--- src/rtl/irqv_pkg.sv ---
package irqv_pkg;

  typedef enum logic [2:0] {
    RD_NONE,
    RD_GLOBAL,
    RD_MASK,
    RD_BASE,
    RD_SPACING,
    RD_LINE
  } rdKind_t;

  // Decoded register access handed from control to datapath
  typedef struct packed {
    logic        wrGlobal;
    logic        wrMask;
    logic        wrBase;
    logic        wrSpacing;
    logic        wrLine;
    rdKind_t     rdKind;
    logic [4:0]  lineIdx;
    logic [31:0] data;
  } csrStrobe_t;

  localparam int unsigned LINE_WORD_BASE = 32;

endpackage

--- src/rtl/irqv_ctrl.sv ---
module irqv_ctrl
  import irqv_pkg::*;
#(
  parameter int unsigned NUM_LINES = 32,
  parameter int unsigned CSR_AW    = 6
) (
  input  logic              clk,
  input  logic              rstN,
  input  logic [CSR_AW-1:0] csrAddr,
  input  logic              csrWrite,
  input  logic [31:0]       csrWdata,
  output csrStrobe_t        strb
);

  logic [CSR_AW-1:0] lineOff;
  logic              isLine;

  assign lineOff = csrAddr - CSR_AW'(LINE_WORD_BASE);
  assign isLine  = (csrAddr >= CSR_AW'(LINE_WORD_BASE)) &&
                   (lineOff < CSR_AW'(NUM_LINES));

  always_comb begin
    strb         = '0;
    strb.data    = csrWdata;
    strb.lineIdx = 5'(lineOff);
    strb.rdKind  = RD_NONE;
    if (isLine) begin
      strb.rdKind = RD_LINE;
      strb.wrLine = csrWrite;
    end else begin
      case (csrAddr)
        CSR_AW'(0): begin strb.rdKind = RD_GLOBAL;  strb.wrGlobal  = csrWrite; end
        CSR_AW'(1): begin strb.rdKind = RD_MASK;    strb.wrMask    = csrWrite; end
        CSR_AW'(2): begin strb.rdKind = RD_BASE;    strb.wrBase    = csrWrite; end
        CSR_AW'(3): begin strb.rdKind = RD_SPACING; strb.wrSpacing = csrWrite; end
        default: ;
      endcase
    end
  end

  AST_ONE_TARGET: assert property (@(posedge clk) disable iff (!rstN)
    $onehot0({strb.wrGlobal, strb.wrMask, strb.wrBase, strb.wrSpacing, strb.wrLine}));

  AST_LINE_IN_RANGE: assert property (@(posedge clk) disable iff (!rstN)
    strb.wrLine |-> (32'(strb.lineIdx) < NUM_LINES));

endmodule

--- src/rtl/irqv_datapath.sv ---
module irqv_datapath
  import irqv_pkg::*;
#(
  parameter int unsigned NUM_LINES = 32,
  parameter int unsigned LEVEL_W   = 6,
  parameter int unsigned RSET_W    = 6,
  parameter int unsigned ADDR_W    = 32
) (
  input  logic                 clk,
  input  logic                 rstN,
  input  csrStrobe_t           strb,
  input  logic [NUM_LINES-1:0] irqLines,
  input  logic                 upValid,
  input  logic [LEVEL_W-1:0]   upLevel,
  input  logic [RSET_W-1:0]    upRset,
  input  logic                 upNmi,
  input  logic [ADDR_W-1:0]    upRha,
  output logic [31:0]          csrRdata,
  output logic                 outValid,
  output logic [LEVEL_W-1:0]   outLevel,
  output logic [RSET_W-1:0]    outRset,
  output logic                 outNmi,
  output logic [ADDR_W-1:0]    outRha
);

  localparam int unsigned IDX_W = $clog2(NUM_LINES);

  logic [LEVEL_W-1:0]   cfgLevel [NUM_LINES];
  logic [RSET_W-1:0]    cfgRset  [NUM_LINES];
  logic                 cfgNmi   [NUM_LINES];
  logic                 globalEn;
  logic [NUM_LINES-1:0] maskReg;
  logic [ADDR_W-1:0]    baseReg;
  logic [1:0]           spacingSel;

  logic [NUM_LINES-1:0] eligible;
  logic [LEVEL_W-1:0]   bestLevel;
  logic [IDX_W-1:0]     bestIdx;
  logic                 locValid;
  logic [ADDR_W-1:0]    locRha;
  logic                 upLive;
  logic                 takeUp;
  logic [IDX_W-1:0]     selIdx;

  assign selIdx = strb.lineIdx[IDX_W-1:0];

  // Configuration storage
  always_ff @(posedge clk) begin
    if (!rstN) begin
      globalEn   <= 1'b0;
      maskReg    <= '0;
      baseReg    <= '0;
      spacingSel <= '0;
      for (int i = 0; i < NUM_LINES; i++) begin
        cfgLevel[i] <= '0;
        cfgRset[i]  <= '0;
        cfgNmi[i]   <= 1'b0;
      end
    end else begin
      if (strb.wrGlobal)  globalEn   <= strb.data[0];
      if (strb.wrMask)    maskReg    <= strb.data[NUM_LINES-1:0];
      if (strb.wrBase)    baseReg    <= strb.data[ADDR_W-1:0];
      if (strb.wrSpacing) spacingSel <= strb.data[1:0];
      if (strb.wrLine) begin
        cfgLevel[selIdx] <= strb.data[LEVEL_W-1:0];
        cfgRset[selIdx]  <= strb.data[8 +: RSET_W];
        cfgNmi[selIdx]   <= strb.data[16];
      end
    end
  end

  // Readback
  always_comb begin
    csrRdata = '0;
    case (strb.rdKind)
      RD_GLOBAL:  csrRdata[0]             = globalEn;
      RD_MASK:    csrRdata[NUM_LINES-1:0] = maskReg;
      RD_BASE:    csrRdata[ADDR_W-1:0]    = baseReg;
      RD_SPACING: csrRdata[1:0]           = spacingSel;
      RD_LINE: begin
        csrRdata[LEVEL_W-1:0] = cfgLevel[selIdx];
        csrRdata[8 +: RSET_W] = cfgRset[selIdx];
        csrRdata[16]          = cfgNmi[selIdx];
      end
      default: ;
    endcase
  end

  // Per-line eligibility
  for (genvar g = 0; g < NUM_LINES; g++) begin : gLine
    assign eligible[g] = irqLines[g] && maskReg[g] && globalEn && (cfgLevel[g] != '0);
  end

  // Priority scan: strict compare keeps the lowest index on ties
  always_comb begin
    bestLevel = '0;
    bestIdx   = '0;
    locValid  = 1'b0;
    for (int i = 0; i < NUM_LINES; i++) begin
      if (eligible[i] && (cfgLevel[i] > bestLevel)) begin
        bestLevel = cfgLevel[i];
        bestIdx   = IDX_W'(i);
        locValid  = 1'b1;
      end
    end
  end

  assign locRha = baseReg + (ADDR_W'(bestIdx) << (3'd4 + {1'b0, spacingSel}));
  assign upLive = upValid && (upLevel != '0);
  assign takeUp = upLive && (upLevel > bestLevel);

  // Registered descriptor
  always_ff @(posedge clk) begin
    if (!rstN) begin
      outValid <= 1'b0;
      outLevel <= '0;
      outRset  <= '0;
      outNmi   <= 1'b0;
      outRha   <= '0;
    end else begin
      outValid <= takeUp || locValid;
      if (takeUp) begin
        outLevel <= upLevel;
        outRset  <= upRset;
        outNmi   <= upNmi;
        outRha   <= upRha;
      end else begin
        outLevel <= bestLevel;
        outRset  <= cfgRset[bestIdx];
        outNmi   <= cfgNmi[bestIdx];
        outRha   <= locRha;
      end
    end
  end

  AST_LEVEL_NONZERO: assert property (@(posedge clk) disable iff (!rstN)
    outValid |-> (outLevel != '0));

  AST_GLOBAL_GATES: assert property (@(posedge clk) disable iff (!rstN)
    (!globalEn && !upLive) |=> !outValid);

  AST_MASK_GATES: assert property (@(posedge clk) disable iff (!rstN)
    (locValid && !takeUp) |-> maskReg[bestIdx]);

  AST_UP_PASSTHRU: assert property (@(posedge clk) disable iff (!rstN)
    (upLive && !locValid) |=> (outValid && outLevel == $past(upLevel) && outRha == $past(upRha)));

  AST_IDLE_LOW: assert property (@(posedge clk) disable iff (!rstN)
    (!locValid && !upLive) |=> !outValid);

  AST_PENDING_SEEN: assert property (@(posedge clk) disable iff (!rstN)
    (|eligible) |=> outValid);

endmodule

--- src/rtl/irqv_top.sv ---
module irqv_top
  import irqv_pkg::*;
#(
  parameter int unsigned NUM_LINES = 32,
  parameter int unsigned LEVEL_W   = 6,
  parameter int unsigned RSET_W    = 6,
  parameter int unsigned ADDR_W    = 32,
  parameter int unsigned CSR_AW    = 6
) (
  input  logic                 clk,
  input  logic                 rstN,
  input  logic [NUM_LINES-1:0] irqLines,
  input  logic [CSR_AW-1:0]    csrAddr,
  input  logic                 csrWrite,
  input  logic [31:0]          csrWdata,
  output logic [31:0]          csrRdata,
  input  logic                 upValid,
  input  logic [LEVEL_W-1:0]   upLevel,
  input  logic [RSET_W-1:0]    upRset,
  input  logic                 upNmi,
  input  logic [ADDR_W-1:0]    upRha,
  output logic                 outValid,
  output logic [LEVEL_W-1:0]   outLevel,
  output logic [RSET_W-1:0]    outRset,
  output logic                 outNmi,
  output logic [ADDR_W-1:0]    outRha
);

  csrStrobe_t strb;

  irqv_ctrl #(.NUM_LINES(NUM_LINES), .CSR_AW(CSR_AW)) uCtrl (
    .clk(clk), .rstN(rstN), .csrAddr(csrAddr), .csrWrite(csrWrite),
    .csrWdata(csrWdata), .strb(strb)
  );

  irqv_datapath #(
    .NUM_LINES(NUM_LINES), .LEVEL_W(LEVEL_W), .RSET_W(RSET_W), .ADDR_W(ADDR_W)
  ) uDp (
    .clk(clk), .rstN(rstN), .strb(strb), .irqLines(irqLines),
    .upValid(upValid), .upLevel(upLevel), .upRset(upRset), .upNmi(upNmi), .upRha(upRha),
    .csrRdata(csrRdata), .outValid(outValid), .outLevel(outLevel),
    .outRset(outRset), .outNmi(outNmi), .outRha(outRha)
  );

endmodule

--- config.mk ---
export PLATFORM = sky130hd
export DESIGN_NAME = irqv_top
export DESIGN_NICKNAME = d
export VERILOG_FILES = /design/src/rtl/irqv_pkg.sv /design/src/rtl/irqv_ctrl.sv /design/src/rtl/irqv_datapath.sv /design/src/rtl/irqv_top.sv
export SDC_FILE = /design/constraint.sdc
export NUM_CORES = 2
export LEC_CHECK = 0
export BUFFER_PORTS_ARGS = -buffer_cell sky130_fd_sc_hd__buf_4
export CAP_MARGIN = 10
export CORE_ASPECT_RATIO = 1.5
export CORE_MARGIN = 5
export CORE_UTILIZATION = 57
export DETAILED_ROUTE_END_ITERATION = 7
export PLACE_DENSITY = 0.78
export SLEW_MARGIN = 10
export SYNTH_ARGS = -nofsm -noshare
export SYNTH_HDL_FRONTEND = slang
export SYNTH_SLANG_ARGS = --single-unit
export TNS_END_PERCENT = 1
--- constraint.sdc ---
create_clock -name clk -period 64.2 [get_ports clk]
set_input_delay 3.21 -clock clk [delete_from_list [all_inputs] [get_ports clk]]
set_output_delay 3.21 -clock clk [all_outputs]
set_load 0.03 [all_outputs]
* Word-level counts from Yosys, hierarchy flattened
Memories as Yosys holds them, arrays and structs flattened.
Index checks and enable logic that the tools add are counted.
** Word-level totals
- Bits in registers :: 113
- Bits in writable memories :: 416
- Input bits :: 119
- Output and inout bits :: 78
- Logic and storage cells :: 356
- Memories kept :: 3
** Memory list
- uDp.cfgLevel :: depth 32, bits a word 6, read ports 33, clocked after Yosys merged registers in 0, write ports 32, RTL line irqv_datapath.sv:28 : logic [LEVEL_W-1:0] cfgLevel [NUM_LINES];
- uDp.cfgRset :: depth 32, bits a word 6, read ports 2, clocked after Yosys merged registers in 0, write ports 32, RTL line irqv_datapath.sv:29 : logic [RSET_W-1:0] cfgRset [NUM_LINES];
- uDp.cfgNmi :: depth 32, bits a word 1, read ports 2, clocked after Yosys merged registers in 0, write ports 32, RTL line irqv_datapath.sv:30 : logic cfgNmi [NUM_LINES];
** Cells by class
- Add/subtract/negate cells :: 3
- Order comparisons :: 35
- Equality and inequality tests :: 8
- Shifts and indexed selects :: 1
- Mux-type cells :: 128
- Reductions and logical operators :: 169
** Operators with widths (count)
- $mux 6 :: 36
- $reduce_bool 6->1 :: 33
- $gt 6x6->1 :: 32
- $logic_and 1x1->1 :: 131
- $mux 5 :: 19
- $mux 1 :: 47
- $mux 4 :: 9
- $add 32x32->32 :: 1
- $mux 32 :: 1
- $shl 5x3->32 :: 1
- $pmux 15 s2 :: 1
- $pmux 6 s3 :: 1
- $mux 3 :: 5
- $eq 6x2->1 const B :: 2
- $pmux 3 s4 :: 1
- $pmux 4 s3 :: 1
- $reduce_or 6->1 :: 2
- $pmux 2 s2 :: 2
- $eq 3x2->1 const B :: 2
- $eq 3x3->1 const B :: 2
- $eq 6x1->1 const B :: 1
- $ge 6x6->1 const B :: 1
- $gt 6x1->1 const B :: 1
- $logic_not 6->1 :: 1
- other kinds (10) :: 11

* Longest topological paths before layout
- Depth in word-level cells :: 101
- Mapped depth :: 338
- Gate-level depth less buffers :: 303

* Cells and area by module
Synthesis repeated with hierarchy kept, for this count alone.
** Second synthesis, totals
- Cells, all modules :: 3813
- Area, all modules :: 36930.4 sq um
** By module, submodules not included
- irqv_datapath :: times used 1, cells each 3762, area an instance 36536.3 sq um, seq. area each 14433.8 sq um
- irqv_ctrl :: times used 1, cells each 51, area an instance 394.1 sq um, seq. area each 0.0 sq um

* Worst setup path after synthesis
OpenSTA, ideal clock, no wires.
- Path kind :: input to register
- Start :: input port irqLines[0]
- End :: register uDp.outRha[31]
- Setup time :: 137 ps
- Arrival time :: 62139 ps
- Data required time :: 64063 ps
- Path slack :: 1924 ps
- Cell stages on the path :: 302
- Buffers on the path :: 33
- Cells stage by stage :: and3_1 clkbuf_1 nand2_1 ha_1 nand4_1 nor2_1 or3_1 nor2_1 clkbuf_1 nor2_1 a21oi_1 ha_1 a21oi_1 o21bai_1 a221oi_1 o32a_1 o221ai_4 buf_2 [266 not listed] a21o_1 a21o_1 a21oi_1 o21bai_1 a21oi_1 nor2b_1 o21a_1 and3_1 and3_1 nand3_1 nor2_1 and3_1 and3_1 and3_1 and3_1 nand3_1 xor2_1 a211oi_1
** On the way
- Cells in the longest elaborated chain, start to end :: 101
- Elaborated cells between the ends (all ways) :: 134
- Those cells by class :: add/sub (1); order compare (32); shift (1); mux (64); reduce/logical (36)
** Ends and longest elaborated chain
- start: declaration :: RTL line irqv_top.sv:12 : input logic [NUM_LINES-1:0] irqLines,
- $logic_and 1x1->1 (*) (3 in a row) :: RTL line irqv_datapath.sv:91 : assign eligible[g] = irqLines[g] && maskReg[g] && globalEn && (cfgLevel[g] != '0);
- $logic_and 1x1->1 (*) :: RTL line irqv_datapath.sv:100 : if (eligible[i] && (cfgLevel[i] > bestLevel)) begin
- $mux 6 (*) :: RTL line irqv_datapath.sv:100
- $gt 6x6->1 :: RTL line irqv_datapath.sv:100
- $logic_and 1x1->1 :: RTL line irqv_datapath.sv:100
- $mux 6 :: RTL line irqv_datapath.sv:100
- $gt 6x6->1 :: RTL line irqv_datapath.sv:100
- $logic_and 1x1->1 :: RTL line irqv_datapath.sv:100
- [83 not listed]
- $logic_and 1x1->1 :: RTL line irqv_datapath.sv:100
- $mux 6 :: RTL line irqv_datapath.sv:100
- $gt 6x6->1 :: RTL line irqv_datapath.sv:100
- $logic_and 1x1->1 :: RTL line irqv_datapath.sv:100
- $mux 5 or $mux 6 (tied branches) :: RTL line irqv_datapath.sv:100
- $shl 5x3->32 or $gt 6x6->1 (tied branches) :: RTL line irqv_datapath.sv:108, irqv_datapath.sv:110
- $add 32x32->32 or $logic_and 1x1->1 (tied branches) :: RTL line irqv_datapath.sv:108, irqv_datapath.sv:110
- $mux 32 (*) :: RTL line irqv_datapath.sv:122 : if (takeUp) begin
- end signal: assignment :: RTL line irqv_datapath.sv:126 : outRha <= upRha;
- end signal: assignment :: RTL line irqv_datapath.sv:131 : outRha <= locRha;
- end: declaration :: RTL line irqv_datapath.sv:23 : output logic [ADDR_W-1:0] outRha
Every way passes the cells marked *; elsewhere a longest branch is shown, timed or not.
A chain may end at the register's enable or synchronous reset.

* Worst setup path after layout
Same ends and word-level chain as after synthesis.

==> results.md <==
* Final setup viols at 0
* Flops & latches, synth at 529
* Largest family of logic cells by synthesized area: simple AND/OR/NAND/NOR gates
* Synth Instances at 3824
* Design area at 0.04117 mm^2
* Dominant synthesized flop cell: edfxtp_1
* Vias in the first global route at 30850
* Final period utilization at 94.73%
* Htree depth at 2
* CTS root buffer: clkbuf_16
* Clk sink count at 529
* Via density per instance at 6.686
* Pre-CTS WS at -0.8073 ns
* Status: finished, final reports clean
* Initial Util at 57.29%
* Post-DP HPWL at 99430 um
* FF-to-FF Start: uDp.globalEn
* Worst setup path startpoint: irqLines[0]
* Layout cells sized above 1 at 19.12%
* GP Congestion at 1.040
* Worst Skew at 0.02593 ns
* Clock slew seen by the registers of the worst setup and hold paths at 0.06 ns
* Area contributors post-synth: edfxtp_1 31%, dfxtp_1 7.9%, mux4_2 7.1%
* Setup TNS at 0 ns
* Hold Path Stages at 2
* Mapped Area at 0.03686 mm^2
* Fin nets at 4168
* Leak at 0.01566 uW
* Die Wd at 217.6 um
* Hold_sp: uDp.cfgNmi[26]
* Initial antenna violation count at 17
* Core Box Area at 0.06433 mm^2
* Crit path DAT at 61.34 ns
* Sequential share of the synthesized area at 39.16%
* # hold bufs at CTS at 0
* Area of placed instances at 0.03891 mm^2
* Reg-to-Reg End: uDp.outRha[31]
* Fmax at 16.44 MHz
* Port bufs at 196
* GR Overflow Total at 0
* Post-Synth XOR/XNOR Area at 1.113%
* CP Launch Type: input pin
* Relative slew slack at 12.81%
* Post-synth EDFFs at 384
* FF-to-FF setup slack at 5.23 ns
* Cell area power density at 19.78 mW/mm^2
* Final antenna-violating net count at 0
* WL/cell at 27.96 um
* First DRT Iteration DRCs at 3939
* Max-cap viol count at 0
* Multiplexer share of the synthesized area at 12.69%
* Min-Delay Path Class: flop to flop
* Residual DRC count at 0
* Post-Syn Area per Cell at 9.638 um^2
* TritonCTS buffer count at 51
* GRT Total Usage at 37.35%
* TritonRoute pass-1 iters at 6
* Number of distinct library cells after synthesis at 133
* Post-Synth Simple-Gate Area at 21.16%
* Die Footprint at 0.06995 mm^2
* Count leader, synth: nand2_1
* CP required at 64.73 ns
* Ys Warns at 0
* CP max stage delay at 0.62 ns
* Adder-cell share of the synthesized area at 4.929%
* Vias at 32270
* Top-area cell type share of the netlist area at 31.29%
* Crit Path Max Fanout at 17
* Most frequent CP cell: ha_1
* Clk_lat worst skew at 0.64 ns
* Row count at 114
* CTS tree: done
* Tmin final at 60.82 ns
* Area grow syn2layout at 11.70%
* Hold Path End: uDp.cfgNmi[26]
* Worst-Margin Slew at 1.303 ns
* Mapped Nets at 4086
* Routed Wire Length at 135000 um
* Fin. Hold Viols at 0
* Crit. End Element: flop
* Die height at 321.4 um
* Final Core Density at 64.00%
* CP max stage cell: or4b_2
* Synth area leader: edfxtp_1
* Global-route wire length before repair at 196800 um
* Clock Tree Buf Depth at 3
* Synth async-reset ratio at 0%
* Synth Area in Compound Gates at 16.27%
* Final hold slack at 0.4752 ns
* # IOs at 197
* Largest net degree at the start of global routing at 106
* Kind of critical path: input pin to flop
* Max VDD drop at 0.02660 mV
* Max-slew violation count at 0
* Top post-synthesis cells by count: 440 x nand2_1, 404 x and2_1, 384 x edfxtp_1, 258 x nor2_1, 214 x clkbuf_1
* Final setup margin at 3.384 ns
* R2R depth at 280
-- per-layer routing --
metal  up-vias  GRT usage [%]  wire length [um]
li1      14270              -                 -
met1     15390          40.68             43480
met2      1949          61.47             63860
met3       654          8.022             12420
met4        12          32.33             15110
met5         -         0.2083                83
-- logic make-up after synthesis --
family          after synthesis
simple gates               1525
buf+inv                     439
mux                         298
fa+ha+maj                   145
flops                       529
compound gates              845
xor+xnor                     43
-- final cells by class --
type / count / area [um^2]
Inverter: 165 / 620.6
Fill cell: 5141 / 23160
Multi-Input combinational cell: 2857 / 21020
Sequential cell: 529 / 14440
Clock inverter: 35 / 336.6
Tap cell: 870 / 1089
Clock buffer: 60 / 1340
Timing Repair Buffer: 302 / 2302
Antenna cell: 9 / 22.52
-- power breakdown --
group	switching [uW]	leakage [uW]	internal [uW]	total (uW)
clock network	143	0.000809	167	311
logic	65.0	0.0100	39.8	105
registers	18.3	0.00482	381	399
total	226	0.0157	588	815
-- flip-flops by register name (all words and copies together), names as in the netlist --
register / count
uDp.outLevel: 6
uDp.globalEn: 1
uDp.maskReg: 32
uDp.outRha: 32
uDp.outNmi: 1
uDp.cfgLevel: 192
uDp.spacingSel: 2
uDp.cfgNmi: 32
uDp.baseReg: 32
uDp.cfgRset: 192
uDp.outValid: 1
uDp.outRset: 6
-- layout by cell type (no fill, tap or decap), types with 33 or more instances in the layout --
master | synthesis | final
a211oi_1 | 52 | 52
a21oi_1 | 207 | 203
and2_1 | 404 | 405
and3_1 | 42 | 41
buf_4 | 9 | 296
clkbuf_16 | 0 | 51
dfxtp_1 | 145 | 144
edfxtp_1 | 384 | 384
ha_1 | 142 | 142
inv_1 | 161 | 161
mux2_2 | 106 | 106
mux2i_1 | 57 | 51
mux4_2 | 117 | 117
nand2_1 | 440 | 436
nand3_1 | 102 | 101
nand4_1 | 33 | 33
nor2_1 | 258 | 253
nor3_1 | 52 | 51
nor4_1 | 39 | 38
o21ai_0 | 169 | 138
o21ai_1 | 21 | 47
-- timing repair --
action                     CTS  global route
pin swaps                    0            19
setup endpoints to repair    4            46
cloned                       0             1
buffers inserted             0            31
resized for setup            3            71
-- critical path: cells and delay by family --
kind / cells / cell delay (ns)
fa+ha+maj: 32 / 9.95
mux: 16 / 4.71
xor+xnor: 1 / 0.06
simple gates: 103 / 18.51
compound gates: 107 / 22.09
buf+inv: 22 / 2.70
-- how the worst max path moves through the flow --
stage                                 to  slack (ns)  depth (start not counted)
after detailed placement  uDp.outRha[30]       -0.81                        275
after CTS                 uDp.outRha[30]         0.1                        276
after global routing      uDp.outRha[31]       -0.23                        282
final                     uDp.outRha[31]        3.38                        281
after global placement    uDp.outRha[30]       -0.02                        275
after floorplan           uDp.outRha[31]        1.92                        302
-- metrics by stage --
step | std cells | power, uW
finish | 4827 | 814.5
global route | 4820 | 834.6
CTS | 4784 | 809.0
detailed placement | 4689 | 505.3
global placement | 4689 | 503.9
floorplan | 3824 | 459.2
No activity file was read; power rests on OpenSTA's default activity.
